==> src/rtl/csel_power_pkg.sv <==
package csel_power_pkg;

  typedef enum logic [1:0] {
    PS_OFF    = 2'd0,
    PS_WAKING = 2'd1,
    PS_ACTIVE = 2'd2,
    PS_ARMED  = 2'd3
  } pwr_state_t;

  // True when a wake counter value marks the final cycle of a wake period
  function automatic logic wake_is_last(input int unsigned cnt, input int unsigned lim);
    return (cnt + 1) >= lim;
  endfunction

  // Core is powered in every state except OFF
  function automatic logic state_powered(input pwr_state_t s);
    return s != PS_OFF;
  endfunction

  // Ready level on data-out: low once the core has finished waking
  function automatic logic state_ready(input pwr_state_t s);
    return (s == PS_ACTIVE) || (s == PS_ARMED);
  endfunction

endpackage

==> src/rtl/csel_edge.sv <==
module csel_edge (
  input  logic clk,
  input  logic rst_n,
  input  logic cs_n,
  output logic cs_fall
);
  logic cs_q;

  always_ff @(posedge clk or negedge rst_n) begin
    if (!rst_n) cs_q <= 1'b1;
    else        cs_q <= cs_n;
  end

  assign cs_fall = cs_q & ~cs_n;
endmodule

==> src/rtl/csel_wake_timer.sv <==
module csel_wake_timer #(
  parameter int unsigned WAKE_CYCLES = 16
) (
  input  logic clk,
  input  logic rst_n,
  input  logic start,
  input  logic run,
  output logic done
);
  import csel_power_pkg::*;

  localparam int unsigned CW = (WAKE_CYCLES > 1) ? $clog2(WAKE_CYCLES) : 1;

  logic [CW-1:0] cnt;

  always_ff @(posedge clk or negedge rst_n) begin
    if (!rst_n)     cnt <= '0;
    else if (start) cnt <= '0;
    else if (run)   cnt <= cnt + 1'b1;
  end

  assign done = run & wake_is_last(32'(cnt), WAKE_CYCLES);
endmodule

==> src/rtl/csel_power_seq.sv <==
module csel_power_seq #(
  parameter int unsigned WAKE_CYCLES = 16
) (
  input  logic clk,
  input  logic rst_n,
  input  logic cs_n,
  input  logic pd_strobe,
  output logic reg_en,
  output logic osc_en,
  output logic so_o,
  output logic so_oe,
  output logic sleep_pulse
);
  import csel_power_pkg::*;

  pwr_state_t state, state_nx;
  logic cs_fall;
  logic waking;
  logic wake_start;
  logic wake_done;
  logic arm_evt;
  logic off_evt;

  csel_edge u_edge (
    .clk     (clk),
    .rst_n   (rst_n),
    .cs_n    (cs_n),
    .cs_fall (cs_fall)
  );

  assign waking     = (state == PS_WAKING);
  assign wake_start = (state == PS_OFF) & cs_fall;
  assign arm_evt    = (state == PS_ACTIVE) & ~cs_n & pd_strobe;
  assign off_evt    = (state == PS_ARMED) & cs_n;

  csel_wake_timer #(.WAKE_CYCLES(WAKE_CYCLES)) u_timer (
    .clk   (clk),
    .rst_n (rst_n),
    .start (wake_start),
    .run   (waking),
    .done  (wake_done)
  );

  always_comb begin
    state_nx = state;
    unique case (state)
      PS_OFF:    if (wake_start) state_nx = PS_WAKING;
      PS_WAKING: if (wake_done)  state_nx = PS_ACTIVE;
      PS_ACTIVE: if (arm_evt)    state_nx = PS_ARMED;
      PS_ARMED:  if (off_evt)    state_nx = PS_OFF;
      default:                   state_nx = PS_OFF;
    endcase
  end

  always_ff @(posedge clk or negedge rst_n) begin
    if (!rst_n) begin
      state       <= PS_OFF;
      sleep_pulse <= 1'b0;
    end else begin
      state       <= state_nx;
      sleep_pulse <= off_evt;
    end
  end

  assign reg_en = state_powered(state);
  assign osc_en = state_powered(state);
  assign so_oe  = ~cs_n;
  assign so_o   = ~state_ready(state);
endmodule

==> config.mk <==
export PLATFORM = sky130hd
export DESIGN_NAME = csel_power_seq
export DESIGN_NICKNAME = d
export VERILOG_FILES = /design/src/rtl/csel_power_pkg.sv /design/src/rtl/csel_edge.sv /design/src/rtl/csel_wake_timer.sv /design/src/rtl/csel_power_seq.sv
export SDC_FILE = /design/constraint.sdc
export NUM_CORES = 1
export LEC_CHECK = 0
export CORE_AREA = 4 4 41 43
export CTS_CLUSTER_DIAMETER = 30
export DETAILED_ROUTE_END_ITERATION = 10
export DIE_AREA = 0 0 45 47
export GPL_ROUTABILITY_DRIVEN = 0
export SETUP_SLACK_MARGIN = 0.05
export SYNTH_ARGS = -nofsm -noshare
export SYNTH_HDL_FRONTEND = slang
export SYNTH_SLANG_ARGS = --single-unit
==> constraint.sdc <==
create_clock -name clk -period 1.6 [get_ports clk]
set_input_delay 0.24 -clock clk [delete_from_list [all_inputs] [get_ports clk]]
set_output_delay 0.24 -clock clk [all_outputs]
set_load 0.01 [all_outputs]
==> results.sh <==
export IMPL_globalRoute_totalOverflow=0
export IMPL_synth_top_cells_by_area="sky130_fd_sc_hd__dfrtp_1, sky130_fd_sc_hd__ha_1, sky130_fd_sc_hd__dfstp_2"
export IMPL_sequentialPowerShare_pct=32.9
export IMPL_area_growth_syn_to_layout_pct=31.4
export IMPL_start_util_pct=33.4
export IMPL_maximum_buffer_depth_of_the_clock_tree=2
export IMPL_timing_fmax_mhz=709
export IMPL_yosys_register_bits=8
export IMPL_route_final_wire_length_um=754
export IMPL_unrepaired_setup_endpoints_after_global_routing="no"
export IMPL_die_width_um=45
export IMPL_vias_per_cell=4.49
export IMPL_crit_fanout=3
export IMPL_placeableCoreArea_um2=1300
export IMPL_path_clk_slew_ns=0.05
export IMPL_timing_final_hold_violations=0
export IMPL_crit_path_top_delay_cell="sky130_fd_sc_hd__dfrtp_1"
export IMPL_post_route_drc_count=0
export IMPL_clkPwrFrac_pct=14.8
export IMPL_max_cap_violations=0
export IMPL_fp_dieArea_um2=2120
export IMPL_synthDominantAreaCellType="sky130_fd_sc_hd__dfrtp_1"
export IMPL_dominantRegCellSynth="sky130_fd_sc_hd__dfrtp_1"
export IMPL_worst_path_dominant_cell_family="flip-flops"
export IMPL_synth_lib_cells_used_distinct=20
export IMPL_synth_seq_area_share_pct=46.4
export IMPL_ffs_w_async_s_r_synth_pct=100
export IMPL_placed_inst_area_um2=548
export IMPL_worst_ep_arrival_time_ns=1.54
export IMPL_syn_cell_area_um2=434
export IMPL_synthesis_yosys_warnings=0
export IMPL_combinationalPowerShare_pct=52.2
export IMPL_worstPathCellList="inv_2, ha_1, buf_4, o21ai_0, nand3_2, mux2_4"
export IMPL_antenna_violations_before_repair=0
export IMPL_timing_reg2reg_setup_slack_ns=0.19
export IMPL_worst_clock_skew_ns=0.00120
export IMPL_met2_usage_pct=11.9
export IMPL_dieHeight_um=47
export IMPL_grtUsageMet3_pct=6.90
export IMPL_synth_cells_most_frequent="sky130_fd_sc_hd__dfrtp_1, sky130_fd_sc_hd__nor2_1, sky130_fd_sc_hd__ha_1, sky130_fd_sc_hd__inv_1, sky130_fd_sc_hd__xor2_1"
export IMPL_reg2reg_to="state[1]"
export IMPL_power_switching_share_pct=37.0
export IMPL_diodes=0
export IMPL_timing_critical_path_from_type="register"
export IMPL_total_switching_power_w=0.000399
export IMPL_finish_net_count=65
export IMPL_grt_pass1_vias=281
export IMPL_cts_sinks=8
export IMPL_status="completed"
export IMPL_cts_tree="built"
export IMPL_slew_headroom_pct=76.8
export IMPL_synthMostInstantiatedCell="sky130_fd_sc_hd__dfrtp_1"
export IMPL_final_max_slew_violation_count=0
export IMPL_pin_count=9
export IMPL_cts_made_buffers=3
export IMPL_grt_usage_pct=9.33
export IMPL_clk_root_buffer_cell="sky130_fd_sc_hd__clkbuf_4"
export IMPL_final_layout_size_suffix_gt1_share_pct=32.7
export IMPL_vdd_drop_max_mv=0.882
export IMPL_p_per_area_nw_per_um2=1890
export IMPL_crit_buf_inv=2
export IMPL_grt_busiest_layer="met2"
export IMPL_critical_path_reg2reg_startpoint="state[0]"
export IMPL_worst_path_max_stage_delay_ns=0.38
export IMPL_synth_nets=49
export IMPL_via_count=314
export IMPL_worst_ep_required_time_ns=1.73
export IMPL_finalSetupViolations=0
export IMPL_total_power_w=0.00108
export IMPL_synthCells=40
export IMPL_dr_first_iter_drc_count=5
export IMPL_wl_per_cell_um=10.8
export IMPL_placed_cell_count=65
export IMPL_htreeDepth=1
export IMPL_dp_hpwl_um=643
export IMPL_place_port_buffers=8
export IMPL_syn_avg_cell_area_um2=10.9
export IMPL_final_cycle_utilization_of_the_critical_path_pct=88.2
export IMPL_tightestPinTransition_ns=0.347
export IMPL_grt_util_met1_pct=11.2
export IMPL_hold_path_class="input pin to async pin"
export IMPL_final_cell_area_um2=571
export IMPL_synth_top_cell_area_share_pct=40.3
export IMPL_fin_cells=70
export IMPL_synth_edf_count=0
export IMPL_path_class="register to register"
export IMPL_grt_max_degree=9
export IMPL_internal_power_w=0.000680
export IMPL_final_antenna_net_count=0
export IMPL_detailedRoute_firstPassIterationCount=4
export IMPL_timing_setup_tns_ns=0
export IMPL_leakagePower_nw=0.286
export IMPL_worstSetupEndpointType="register"
export IMPL_ff2ff_path_depth=6
export IMPL_grt_pass1_wl_um=1270
export IMPL_clkLatencyLatePin_ns=0.25
export IMPL_minimum_period_implied_by_the_final_worst_setup_slack_ns=1.41
export IMPL_core_rowCount=13
-- metal layers --
metal,share of wire [%],vias up
met3,6.5,2
met4,1.2,0
met2,46,7
li1,-,160
met1,47,145
met5,0,-
-- state kept, by name, summed over array words and instances (netlist names) --
register     cells
sleep_pulse      1
state            2
u_edge.cs_q      1
u_timer.cnt      4
-- layout make-up --
type / count / area [um^2]
inverters: 5 / 18.8
fillers: 151 / 731
multi-input cells: 26 / 211
repair buffers: 12 / 93.8
flip-flops and latches: 8 / 201
well taps: 15 / 18.8
clock buffers: 4 / 26.3
-- worst max path at each step --
stage | start | to | slack (ns) | depth (start not counted)
finish | state[0] | state[1] | 0.19 | 6
global route | state[0] | state[1] | 0.09 | 6
CTS | state[1] | reg_en | 0.05 | 4
detailed placement | cs_n | so_oe | 0.03 | 3
global placement | state[0] | osc_en | 0.04 | 4
floorplan | state[0] | state[1] | 0.22 | 6
-- placed cells by master, fill, tap and decap left out, types with 2 or more instances in the layout --
| cell type | count |
|---|---|
| sky130_fd_sc_hd__dfrtp_1 | 7 |
| sky130_fd_sc_hd__nor2_1 | 6 |
| sky130_fd_sc_hd__clkdlybuf4s50_1 | 4 |
| sky130_fd_sc_hd__buf_4 | 4 |
| sky130_fd_sc_hd__inv_1 | 3 |
| sky130_fd_sc_hd__ha_1 | 3 |
| sky130_fd_sc_hd__clkbuf_4 | 3 |
| sky130_fd_sc_hd__clkbuf_2 | 3 |
| sky130_fd_sc_hd__inv_2 | 2 |
| sky130_fd_sc_hd__xor2_1 | 2 |
| sky130_fd_sc_hd__ha_2 | 2 |
-- through the flow --
stage               hold WS [ns]  utilization [%]  setup WS (ns)
floorplan                -0.0556                -          0.225
global placement           0.530             42.1         0.0355
detailed placement         0.534             42.1         0.0303
CTS                        0.266             43.9         0.0492
global route               0.269             43.8         0.0915
finish                     0.262             43.8          0.189
-- logic make-up after synthesis --
group,count (synthesis),synth area share (%)
flops,8,46.4
fa+ha+maj,5,14.4
mux,2,5.76
simple gates,12,13.8
buf+inv,6,6.05
compound gates,4,7.49
xor+xnor,3,6.05
-- what timing repair did --
action / 4_1_cts / 5_1_grt
hold buffers: 0 / 0
setup endpoints to repair: 4 / 3
buffers inserted: 0 / 1
resized for setup: 6 / 8
hold endpoints to repair: 0 / 0
gates cloned: 0 / 0
-- power groups by stage --
stage	logic, W	registers (W)	clock network, W
detailed placement	0.000593	0.000354	0
floorplan	0.000391	0.000344	0
global placement	0.000588	0.000353	0
CTS	0.000566	0.000353	0.000169
global route	0.000648	0.000366	0.000189
finish	0.000564	0.000355	0.000160
Power figures use the tool's default switching activity.
